`src/rtl/rkey_rot80.sv`:
```
module rkey_rot80 #(
  parameter int KEY_W   = 80,
  parameter int RK_W    = 64,
  parameter int ROT     = 13,
  parameter int IDX_W   = 5,
  parameter int IDX_LSB = 59
) (
  input  logic             clk,
  input  logic             rst_n,
  input  logic             load_i,
  input  logic [KEY_W-1:0] key_i,
  input  logic             step_i,
  output logic [RK_W-1:0]  rkey_o
);
  localparam int NIB     = 4;
  localparam int IDX_MSB = IDX_LSB + IDX_W - 1;

  logic [KEY_W-1:0] key_q, rot_w, nxt_w;
  logic [IDX_W-1:0] idx_q;

  function automatic logic [NIB-1:0] sub4(input logic [NIB-1:0] x);
    case (x)
      4'h0: sub4 = 4'hE;  4'h1: sub4 = 4'h4;  4'h2: sub4 = 4'hB;  4'h3: sub4 = 4'h1;
      4'h4: sub4 = 4'h7;  4'h5: sub4 = 4'h9;  4'h6: sub4 = 4'hC;  4'h7: sub4 = 4'hA;
      4'h8: sub4 = 4'hD;  4'h9: sub4 = 4'h2;  4'hA: sub4 = 4'h0;  4'hB: sub4 = 4'hF;
      4'hC: sub4 = 4'h8;  4'hD: sub4 = 4'h5;  4'hE: sub4 = 4'h3;  default: sub4 = 4'h6;
    endcase
  endfunction

  assign rot_w = {key_q[KEY_W-ROT-1:0], key_q[KEY_W-1:KEY_W-ROT]};

  always_comb begin
    nxt_w                  = rot_w;
    nxt_w[NIB-1:0]         = sub4(rot_w[NIB-1:0]);
    nxt_w[IDX_MSB:IDX_LSB] = rot_w[IDX_MSB:IDX_LSB] ^ idx_q;
  end

  always_ff @(posedge clk or negedge rst_n) begin
    if (!rst_n) begin
      key_q <= '0;
      idx_q <= '0;
    end else if (load_i) begin
      key_q <= key_i;
      idx_q <= '0;
    end else if (step_i) begin
      key_q <= nxt_w;
      idx_q <= idx_q + 1'b1;
    end
  end

  assign rkey_o = key_q[RK_W-1:0];

  // load writes the key and clears the index; load wins over step
  assert_load_R2: assert property (@(posedge clk) disable iff (!rst_n)
    load_i |=> (key_q == $past(key_i)) && (idx_q == '0));

  // untouched bits follow a 13-bit left rotation
  assert_rot_R3: assert property (@(posedge clk) disable iff (!rst_n)
    (step_i && !load_i) |=>
      (key_q[IDX_LSB-1:ROT] == $past(key_q[IDX_LSB-1-ROT:0])) &&
      (key_q[KEY_W-1:IDX_MSB+1] == $past(key_q[KEY_W-1-ROT:IDX_MSB+1-ROT])) &&
      (key_q[ROT-1:NIB] == $past(key_q[KEY_W-1:KEY_W-ROT+NIB])));

  // lowest nibble passes through the substitution
  assert_sbox_R4: assert property (@(posedge clk) disable iff (!rst_n)
    (step_i && !load_i) |=>
      key_q[NIB-1:0] == sub4($past(key_q[KEY_W-ROT+NIB-1:KEY_W-ROT])));

  // index field gets the round index XORed in
  assert_idx_field_R5: assert property (@(posedge clk) disable iff (!rst_n)
    (step_i && !load_i) |=>
      key_q[IDX_MSB:IDX_LSB] == ($past(key_q[IDX_MSB-ROT:IDX_LSB-ROT]) ^ $past(idx_q)));

  // index advances by one per step, wrapping naturally
  assert_count_R7: assert property (@(posedge clk) disable iff (!rst_n)
    (step_i && !load_i) |=> idx_q == $past(idx_q) + 1'b1);

  // idle cycles hold state
  assert_hold_R9: assert property (@(posedge clk) disable iff (!rst_n)
    (!step_i && !load_i) |=> $stable(key_q) && $stable(idx_q));
endmodule

```
`config.mk`:
```
export PLATFORM = sky130hd
export DESIGN_NAME = rkey_rot80
export DESIGN_NICKNAME = d
export VERILOG_FILES = /design/src/rtl/rkey_rot80.sv
export SDC_FILE = /design/constraint.sdc
export NUM_CORES = 1
export LEC_CHECK = 0
export BUFFER_PORTS_ARGS = -buffer_cell sky130_fd_sc_hd__buf_2
export CAP_MARGIN = 20
export CORE_MARGIN = 2
export CORE_UTILIZATION = 46
export DETAILED_ROUTE_END_ITERATION = 6
export PLACE_DENSITY = 0.76
export REMOVE_ABC_BUFFERS = 1
export SLEW_MARGIN = 5
export SYNTH_ARGS = -nofsm -noshare
export SYNTH_HDL_FRONTEND = slang
export SYNTH_SLANG_ARGS = --single-unit
```
`constraint.sdc`:
```
create_clock -name clk -period 1.4 [get_ports clk]
set_input_delay 0.28 -clock clk [delete_from_list [all_inputs] [get_ports clk]]
set_output_delay 0.28 -clock clk [all_outputs]
set_load 0.005 [all_outputs]
```
# Word-level counts from Yosys, hierarchy flattened
# Memories as Yosys holds them, arrays and structs flattened.
# Index checks and enable logic that the tools add are counted.
# totals
register_bits	85
rom_bits	64
input_bits	84
out_inout_bits	64
elab_cells	10
mem_count	1
# mem_list
memory	depth	width	read_ports	rd_ports_with_merged_regs	wr	line	source
(no name shown)	16	4	1	0	0	22	case (x)
# op_classes
n_addsub	1
n_mux	4
bitwise_logic	1
n_reduce_logical	1
# op_table
operator	n
two-way mux 80 bit	2
two-way mux 5 bit	2
adder 5 x 1 -> 5 bit, second input constant	1
XOR 5 bit	1
nonzero test 2 bit	1

# Longest topological paths before layout
# Gate-level depths: netlist of the first run.
# depth
depth_word	3
ltp_mapped	6
mapped_depth_nobuf	6

# Worst setup path after synthesis of the first run
# Ideal clock, no wire load.
# synth_path
path_type	flip-flop to flip-flop
start	register key_q[67]
end	register key_q[3]
setup_ps	76
arrival_time_ps	1295
required_time_ps	1324
path_slack_ps	28
path_stages_with_launch	5
path_buffers	0
synth_period_minus_slack_ps	1372
cell_sequence	dfrtp_1 inv_1 ha_1 mux4_2 o21ai_1
# synth_between
elab_chain_cells	3
# synth_rtl
item	line	source
from (decl)	18	logic [KEY_W-1:0] key_q, rot_w, nxt_w;
from (signal assigned)	43	key_q <= key_i;
from (signal assigned)	46	key_q <= nxt_w;
memory read (16 x 4 bit)	--	
two-way mux 80 bit	45	end else if (step_i) begin
two-way mux 80 bit	42	end else if (load_i) begin
# Every way passes these cells. The select of a mux whose other input is x is not followed.
# A chain may end at the register's enable or synchronous reset.

# Worst setup path after layout of the first run
# Same ends and word-level chain as after synthesis.

==> summary.md, run 1 <==
| Metric | Value |
|---|---|
| Sequential share of the synthesized area | `0.4690` |
| Worst min path class | `primary input to flop` |
| GRT overflow | `0` |
| Hold-critical path depth | `3` |
| Hold Path Sink | `key_q[41]` |
| TritonCTS clock tree | `built` |
| Buffers plus inverters on the worst setup path | `1` |
| IO Port Bufs | `147` |
| Final Instance Area | `0.005194 sq mm` |
| Setup ws final | `0.02596 ns` |
| First-pass GRT wire length | `14010 um` |
| CTS buffer count | `9` |
| Synth Cell Area | `0.004536 sq mm` |
| FF-to-FF path depth | `4` |
| CP Launch Type | `flop` |
| Critical Path Sink Type | `flop` |
| Post-DP HPWL | `6377 um` |
| Die W | `103.3 um` |
| Slew headroom | `0.7022` |
| Layout cell share with drive strength beyond 1 | `0.3352` |
| Syn_area_per_cell | `9.817 sq um` |
| R2R setup slack | `0.03 ns` |
| Commonest non-fill, non-tap cell in the layout | `buf_2` |
| Post-synthesis cell type count | `25` |
| Most frequent cells in the layout | `buf_2 (144), nand2_1 (85), dfrtp_1 (85), o21ai_1 (80), mux2i_1 (73)` |
| Min Hold Slack | `0.1396 ns` |
| Critical path class | `flop to flop` |
| CP delay by family, top | `multiplexers` |
| CP max stage cell | `mux4_2` |
| Worst skew pair latency | `0.35 ns` |
| Reg clk slew, reported paths | `0.08 ns` |
| Count of antenna-violating nets left after detailed routing | `0` |
| Max incr delay on CP | `0.46 ns` |
| Vias in the first global route | `3032` |
| Routed WL | `8941 um` |
| Core Area | `0.009684 sq mm` |
| # diodes | `0` |
| Post-Syn Instances | `462` |
| PD cells | `1098 mW/mm^2` |
| Post-route DRC | `0` |
| Max_cap viols | `0` |
| H-tree depth | `3` |
| Synthesis Warnings | `0` |
| Die height | `103.3 um` |
| Layout Nets | `629` |
| Worst r2r src | `key_q[67]` |
| Worst-margin pin slew | `0.4467 ns` |
| Reg-to-reg endpoint | `key_q[3]` |
| RePlAce Congestion | `0.7503` |
| Hold Path Origin | `key_i[41]` |
| FF+latch count, synth | `85` |
| Initial core utilization | `0.4683` |
| RSZ-0062 raised after global routing | `true` |
| Final worst-path cycle share | `0.9815` |
| 1st-iter DRT viols | `77` |
| Worst Setup SP | `key_q[67]` |
| Vias per cell | `4.835` |
| Max Slew Vio Count | `0` |
| Initial antenna violation count | `0` |
| Maximum clock frequency | `727.8 MHz` |
| Root buf cell | `clkbuf_8` |
| Die footprint | `0.01067 sq mm` |
| Clk buf depth | `2` |
| Largest net degree at the start of global routing | `86` |
| Status | `completed` |
| Worst Skew | `0.01065 ns` |
| Placed Area | `0.004951 sq mm` |
| Crit Path Max Fanout | `3` |
| Via count | `3283` |
| CP Data Required Time | `1.67 ns` |
| Routed length per placed instance | `13.17 um` |
| IO Count | `148` |
| P&R area growth vs syn | `14.51%` |
| Pre-antenna DRT Iters | `5` |
| VDD IR max | `0.5648 mV` |
| DP Worst Slack | `-0.03715 ns` |
| Pleak | `2.659 nW` |
| Fin. Hold Viols | `0` |
| Num rows | `36` |
| Final setup viols | `0` |
| Worst EP arrival | `1.65 ns` |
| Final min period | `1.374 ns` |
| Setup TNS | `0 ns` |
| All-Layer GR Usage | `0.1680` |
| Cell Chain, Critical Path | `inv_2 -> ha_4 -> mux4_2 -> o21ai_2` |
| Clk sinks | `85` |
synthesized netlist by cell type:
master    number  share of area
nand4_1        2         0.0028
o21ai_0        7         0.0077
a211oi_1       1         0.0017
clkbuf_1      13          0.011
inv_1          2         0.0017
inv_4          1         0.0014
nand2b_2       1         0.0019
o21ai_1       81          0.089
dfrtp_1       85           0.47
mux4_2         1         0.0050
nor3b_1        2         0.0033
buf_4         71           0.12
clkbuf_4       1         0.0017
xnor2_1        7          0.014
mux2i_1       73           0.16
buf_6          2         0.0050
nand2_1       85          0.070
xor2_1         4         0.0077
nand3b_1       1         0.0017
nor3_1         1         0.0011
buf_2          6         0.0066
ha_1           3         0.0083
a21oi_1        2         0.0022
nor2_1         9         0.0074
nand2b_1       1         0.0014
repair_timing:
item	in CTS	in global routing
setup endpoints to repair	1	1
hold endpoints to repair	85	0
pin swaps	1	0
hold buffers	1	0
buffers inserted	0	1
gates resized for setup	6	0
registers in the layout, summed over array words and instances (netlist names):
signal,cells
idx_q,5
key_q,80
final cells by class:
class | count | area, sq um
Tap cell | 133 | 166.4
Inverter | 3 | 13.76
Timing Repair Buffer | 162 | 908.4
Clock buffer | 15 | 196.4
Sequential cell | 85 | 2127
Multi-Input combinational cell | 281 | 1782
Fill cell | 897 | 4491
tightest hold or removal path, stage by stage:
cell and delay, ns:
buf_2 0.07, nand2_1 0.04, o21ai_1 0.05
how the worst max path moves through the flow:
stage                     to  slack [ns]  cells past startpoint
floorplan           key_q[3]        0.03                      4
global placement    key_q[3]        0.06                      4
detailed placement  key_q[3]       -0.04                      4
CTS                 key_q[3]        0.02                      4
global route        key_q[3]       -0.02                      4
finish              key_q[3]        0.03                      4
power breakdown:
group	internal (W)	total, W	switching [W]
Clock	0.000881	0.00170	0.000822
Sequential	0.00270	0.00291	0.000208
Combinational	0.000559	0.00109	0.000528
metal layers:
metal / track usage / wire length, um / up-vias
met5: 0 / 0 / -
met2: 0.2832 / 4317 / 85
met4: 0.07287 / 131 / 0
met3: 0.03562 / 463 / 11
met1: 0.2091 / 4029 / 1536
li1: - / - / 1651
kinds of logic (layout without fill, tap and decap cells):
kind of cell | after synthesis | count (layout) | synth area share
flip-flops | 85 | 85 | 0.4690
multiplexers | 74 | 74 | 0.1661
AO/OA/AOI/OAI | 91 | 91 | 0.1010
XOR/XNOR | 11 | 11 | 0.02124
adder cells (fa/ha/maj) | 3 | 3 | 0.008277
buffers and inverters | 96 | 180 | 0.1446
AND/OR/NAND/NOR | 102 | 102 | 0.08993
metrics by stage:
stage,instances,power (W),utilization
floorplan,369,0.003395,-
global placement,662,0.004000,0.5112
detailed placement,662,0.004044,0.5112
CTS,678,0.005790,0.5355
global route,679,0.006040,0.5363
finish,679,0.005703,0.5363
Note: power is estimated with default switching activity, not from simulation.
==> run 2, diff against run 1 <==
--- a/config.mk
+++ b/config.mk
@@ -5,6 +5,7 @@
 export SDC_FILE = /design/constraint.sdc
 export NUM_CORES = 1
 export LEC_CHECK = 0
+export ABC_AREA = 1
 export BUFFER_PORTS_ARGS = -buffer_cell sky130_fd_sc_hd__buf_2
 export CAP_MARGIN = 20
 export CORE_MARGIN = 2
==> summary.md, run 2 <==
| Metric | Value |
|---|---|
| Critical Path Sink Type | `flop` |
| Reg with most FFs | `key_q` |
| Area leader, netlist | `dfrtp_1` |
| GRT overflow | `0` |
| Top FF cell, synth | `dfrtp_1` |
| Synth Cell Area | `0.004609 sq mm` |
| Max Slew Vio Count | `0` |
| RePlAce Congestion | `0.8070` |
| Synth cell count leaders | `nand2_1 (120), dfrtp_1 (85), buf_4 (64)` |
| Die height | `104.1 um` |
| CTS buffer count | `9` |
| Syn_area_per_cell | `9.504 sq um` |
| Yosys top cell area share | `0.4615` |
| Final worst-path cycle share | `0.9315` |
| Async set-or-reset flop fraction in the synthesized netlist | `1.000` |
| Crit Path Max Fanout | `3` |
| DR top layer | `met4` |
| CP Data Required Time | `1.69 ns` |
| Status | `completed` |
| Worst skew pair latency | `0.35 ns` |
| Main area contributors after synthesis | `dfrtp_1 (46%), buf_4 (10%), nand2_1 (9.8%)` |
| Met1 WL | `4573 um` |
| Count of antenna-violating nets left after detailed routing | `0` |
| Sequential share of the synthesized area | `0.4615` |
| Most frequent cells in the layout | `buf_2 (146), nand2_1 (120), dfrtp_1 (85), inv_1 (57), o221ai_2 (22)` |
| Max_cap viols | `0` |
| Routed length per placed instance | `14.48 um` |
| Placed Area | `0.005029 sq mm` |
| Synthesis Warnings | `0` |
| Worst min path class | `primary input to flop` |
| PD cells | `1188 mW/mm^2` |
| Largest net degree at the start of global routing | `45` |
| Post-route DRC | `0` |
| Layout Nets | `656` |
| Core Area | `0.009729 sq mm` |
| All-Layer GR Usage | `0.2005` |
| Top-count cell post-synth | `nand2_1` |
| Final Instance Area | `0.005316 sq mm` |
| Clk sinks | `85` |
| Worst Skew | `0.004715 ns` |
| Register area | `0.002127 sq mm` |
| DP Worst Slack | `0.06112 ns` |
| Setup ws final | `0.09589 ns` |
| Vias per cell | `4.980` |
| Die footprint | `0.01084 sq mm` |
| Cells after DPL | `689` |
| Post-DP HPWL | `7343 um` |
| Pre-antenna DRT Iters | `4` |
| Post-layout utilization of the core | `0.5464` |
| 1st-iter DRT viols | `175` |
| Initial core utilization | `0.4738` |
| RSZ-0062 raised after global routing | `false` |
| Maximum clock frequency | `766.8 MHz` |
| Worst EP arrival | `1.59 ns` |
| Commonest non-fill, non-tap cell in the layout | `buf_2` |
| Slew headroom | `0.6818` |
| IO Count | `148` |
| Pleak | `2.695 nW` |
| Die W | `104.1 um` |
| Post-synthesis cell type count | `26` |
| Biggest regs | `key_q: 80 flops, idx_q: 5 flops` |
| CP Launch Type | `flop` |
| Reg clk slew, reported paths | `0.09 ns` |
| Post-Syn Instances | `485` |
| Layout cell share with drive strength beyond 1 | `0.3902` |
| Initial antenna violation count | `0` |
| Met2 Routed Length | `4960 um` |
| # diodes | `0` |
| VDD IR max | `0.5804 mV` |
| FF+latch count, synth | `85` |
| Metal3 WL | `603 um` |
| H-tree depth | `3` |
| Post-synth EDFFs | `0` |
| Layout Cells excl Fill | `707` |
| Worst-margin pin slew | `0.4765 ns` |
| Multi-input logic area | `0.001594 sq mm` |
| IO Port Bufs | `147` |
| Fin. Hold Viols | `0` |
| Clk buf depth | `2` |
| Via count | `3521` |
| TritonCTS clock tree | `built` |
| P&R area growth vs syn | `15.34%` |
| Critical path class | `flop to flop` |
| Final setup viols | `0` |
| Num rows | `36` |
| Setup TNS | `0 ns` |
| Largest register FFs | `80` |
| Root buf cell | `clkbuf_8` |
| First-pass GRT wire length | `17640 um` |
| Final min period | `1.304 ns` |
| Routed WL | `10240 um` |
| Vias in the first global route | `3659` |
| Fill count | `901` |
## run 2: cell types whose count changed after synthesis, moves of 15 or more
cell      previous run  this run
inv_1                2        59
a22oi_1              0        15
o221ai_2             0        22
o21ai_1             81         5
mux2i_1             73         0
o211ai_2             0        15
nand2_1             85       120
nand3_1              0        15
o221ai_1             0        16
## run 2: per-layer routing
layer  up-vias  GRT usage
met5         -          0
met4         0    0.05502
met3        10    0.04386
met2       122     0.3351
met1      1676     0.2636
li1       1713          -
## run 2: logic make-up after synthesis
kind of cell | synth area share
AOI/OAI and AO/OA | 0.1992
xor gates and xnor gates | 0.009500
adders and majority gates | 0.008144
buffers and inverters | 0.1954
DFF | 0.4615
and+or+nand+nor | 0.1262
## run 2: repair_timing
item	4_1_cts	5_1_grt
hold endpoints to repair	11	0
setup buffers	0	1
gates resized for setup	0	3
endpoints found under the setup margin	0	2
hold buffers	1	0
## run 2: power breakdown
part           switching, W  total [W]  leakage [nW]  internal [W]
registers          0.000185    0.00291          1.04       0.00272
logic              0.000669    0.00123          1.53      0.000560
clock network      0.000894    0.00218         0.126       0.00129
## run 2: stage by stage
| stage | power [W] | hold WS (ns) |
|---|---|---|
| 3_5_place_dp | 0.004177 | 0.1497 |
| 5_1_grt | 0.006704 | 0.1108 |
| 2_1_floorplan | 0.003549 | -0.01559 |
| 3_3_place_gp | 0.004143 | 0.1508 |
| 6_report | 0.006317 | 0.1308 |
| 4_1_cts | 0.006368 | 0.1118 |
## run 2: area by class of cell
cell class              count  share of cell area
clock inverters             5             0.02000
well taps                 133             0.03130
flip-flops and latches     85              0.4001
repair buffers            163              0.1760
clock buffers              11             0.02848
multi-input cells         248              0.2998
inverters                  62             0.04425
## run 2: final timing paths
path / start / to / cells after the start / slack (ns)
min in group asynchronous: rst_n / key_q[66] / 2 / 0.33
max in group asynchronous: rst_n / key_q[64] / 3 / 0.60
setup / recovery: key_q[67] / key_q[3] / 8 / 0.1
hold / removal: key_i[47] / key_q[47] / 3 / 0.13
setup reg to reg: key_q[67] / key_q[3] / 8 / 0.1
hold reg to reg: key_q[71] / key_q[4] / 2 / 0.49
## run 2: critical path, stage by stage, from the launching register on
cell,delay (ns)
dfrtp_1,0.40
inv_2,0.09
ha_4,0.21
or2_2,0.28
nand2_1,0.06
nand2_1,0.04
nand2_1,0.06
nand2_1,0.05
nand2_1,0.07
==> run 3, diff against run 2 <==
--- a/config.mk
+++ b/config.mk
@@ -13,6 +13,7 @@
 export DETAILED_ROUTE_END_ITERATION = 6
 export PLACE_DENSITY = 0.76
 export REMOVE_ABC_BUFFERS = 1
+export SETUP_SLACK_MARGIN = 0.2
 export SLEW_MARGIN = 5
 export SYNTH_ARGS = -nofsm -noshare
 export SYNTH_HDL_FRONTEND = slang
==> summary.md, run 3 (synthesis gave the netlist of run 2 again) <==
| Metric | Value |
|---|---|
| Status | `completed` |
| CTS buffer count | `9` |
| Initial antenna violation count | `0` |
| Largest register FFs | `80` |
| TritonCTS clock tree | `built` |
| Max incr delay on CP | `0.39 ns` |
| Net Sw Frac | `0.2775` |
| Layout Nets | `679` |
| H-tree depth | `3` |
| NetSw | `0.001793 W` |
| Seq pwr share | `0.448` |
| Worst skew pair latency | `0.35 ns` |
| Crit Path Max Fanout | `3` |
| Logic pwr share | `0.214` |
| Routed length per placed instance | `14.53 um` |
| Die W | `104.1 um` |
| Root buf cell | `clkbuf_8` |
| Max Slew Vio Count | `0` |
| Die footprint | `0.01084 sq mm` |
| RePlAce Congestion | `0.8070` |
| Routed WL | `10600 um` |
| Layout cell share with drive strength beyond 1 | `0.4238` |
| Fill count | `890` |
| Clk sinks | `85` |
| Post-DP HPWL | `7343 um` |
| Final worst-path cycle share | `0.8927` |
| CP max stage cell | `dfrtp_1` |
| Critical path class | `flop to flop` |
| Post-route DRC | `0` |
| First-pass GRT wire length | `17950 um` |
| Initial core utilization | `0.4738` |
| All-Layer GR Usage | `0.2048` |
| Power Internal | `0.004670 W` |
| CP Launch Type | `flop` |
| VDD IR max | `0.5845 mV` |
| Slew headroom | `0.6880` |
| Clock power share | `0.338` |
| Via count | `3631` |
| Vias in the first global route | `3748` |
| Final Instance Area | `0.005515 sq mm` |
| Fin. Hold Viols | `0` |
| IO Port Bufs | `147` |
| Layout Cells excl Fill | `730` |
| Count of antenna-violating nets left after detailed routing | `0` |
| Biggest regs | `key_q: 80 flops, idx_q: 5 flops` |
| Num rows | `36` |
| Die height | `104.1 um` |
| 1st-iter DRT viols | `203` |
| Reg with most FFs | `key_q` |
| Max_cap viols | `0` |
| Pleak | `2.819 nW` |
| Maximum clock frequency | `800.2 MHz` |
| Vias per cell | `4.974` |
| Reg clk slew, reported paths | `0.09 ns` |
| Commonest non-fill, non-tap cell in the layout | `buf_2` |
| Critical Path Sink Type | `flop` |
| Cell Chain, Critical Path | `inv_2 -> ha_4 -> or2_4 -> nand2_2 -> nand2_1 -> nand2_1 -> nand2_1 -> nand2_1` |
| Largest net degree at the start of global routing | `45` |
| # diodes | `0` |
| PD cells | `1172 mW/mm^2` |
| Most frequent cells in the layout | `buf_2 (146), nand2_1 (117), dfrtp_1 (84), inv_1 (57), buf_4 (33)` |
| Placed Area | `0.005029 sq mm` |
| Worst min path class | `primary input to flop` |
| P&R area growth vs syn | `19.65%` |
| Core Area | `0.009729 sq mm` |
| RSZ-0062 raised after global routing | `true` |
| Final min period | `1.250 ns` |
| Pre-antenna DRT Iters | `5` |
| Setup TNS | `0 ns` |
| Clk buf depth | `2` |
| Cells after DPL | `689` |
| Worst-margin pin slew | `0.4674 ns` |
| IO Count | `148` |
| CP Data Required Time | `1.69 ns` |
| Worst EP arrival | `1.54 ns` |
| GRT overflow | `0` |
| Final setup viols | `0` |
| Cell mode on critical path | `nand2_1` |
| Worst Skew | `0.005851 ns` |
run 3: cell types whose count changed in the layout (fill, tap and decap cells not counted), moves of 2 or more:
cell,change
buf_4,+23
nand2_1,-3
nand2_2,+2
nand3_1,-2
nand3_2,+2
run 3: timing repair:
item / in CTS / in global routing
pin swaps: 1 / 5
hold buffers: 1 / 0
gates resized for setup: 4 / 7
hold endpoints to repair: 11 / 0
setup buffers: 9 / 15
setup endpoints to repair: 11 / 28
run 3: layout make-up:
cell class / count / area [sq um] / share of cell area
well taps: 133 / 166.4 / 0.03017
repair buffers: 186 / 1109 / 0.2010
clock buffers: 11 / 151.4 / 0.02745
multi-input cells: 248 / 1619 / 0.2936
flip-flops and latches: 85 / 2128 / 0.3859
clock inverters: 5 / 106.4 / 0.01928
inverters: 62 / 235.2 / 0.04265
run 3: stage by stage:
stage,setup WS [ns],power (W),utilization,hold WS (ns)
finish,0.1503,0.006463,0.5669,0.1278
global route,0.06904,0.006848,0.5669,0.1108
CTS,0.1810,0.006421,0.5529,0.1118
global placement,0.07488,0.004143,0.5168,0.1508
detailed placement,0.06112,0.004177,0.5168,0.1497
floorplan,-0.3147,0.003549,-,-0.01559
run 3: path summary, 6_finish.rpt:
path	from	to	slack, ns	cells after the start
worst min register to register	key_q[71]	key_q[4]	0.49	2
max in group asynchronous	rst_n	key_q[64]	0.60	3
worst min-delay path	key_i[33]	key_q[33]	0.13	3
min in group asynchronous	rst_n	key_q[66]	0.33	2
worst max register to register	key_q[67]	key_q[3]	0.15	8
worst max-delay path	key_q[67]	key_q[3]	0.15	8
run 3: power by group through the flow:
stage	clock network [W]	registers, W	logic (W)
after global placement	0	0.00295	0.00119
after floorplan	0	0.00295	0.000599
after detailed placement	0	0.00295	0.00122
after global routing	0.00236	0.00293	0.00155
after CTS	0.00223	0.00290	0.00129
final	0.00218	0.00290	0.00138
run 3: per-layer routing:
layer,part of all wire,GRT usage,vias to the layer above
met2,0.48,0.3412,128
li1,-,-,1764
met3,0.058,0.04386,15
met1,0.44,0.2665,1724
met4,0.014,0.06660,0
met5,0,0,-
run 3: worst max-delay path, delay by kind of cell (launching register included):
| family | cells | cell delay, ns |
|---|---|---|
| and+or+nand+nor | 6 | 0.50 |
| adders and majority gates | 1 | 0.21 |
| DFF | 1 | 0.39 |
| buffers and inverters | 1 | 0.09 |
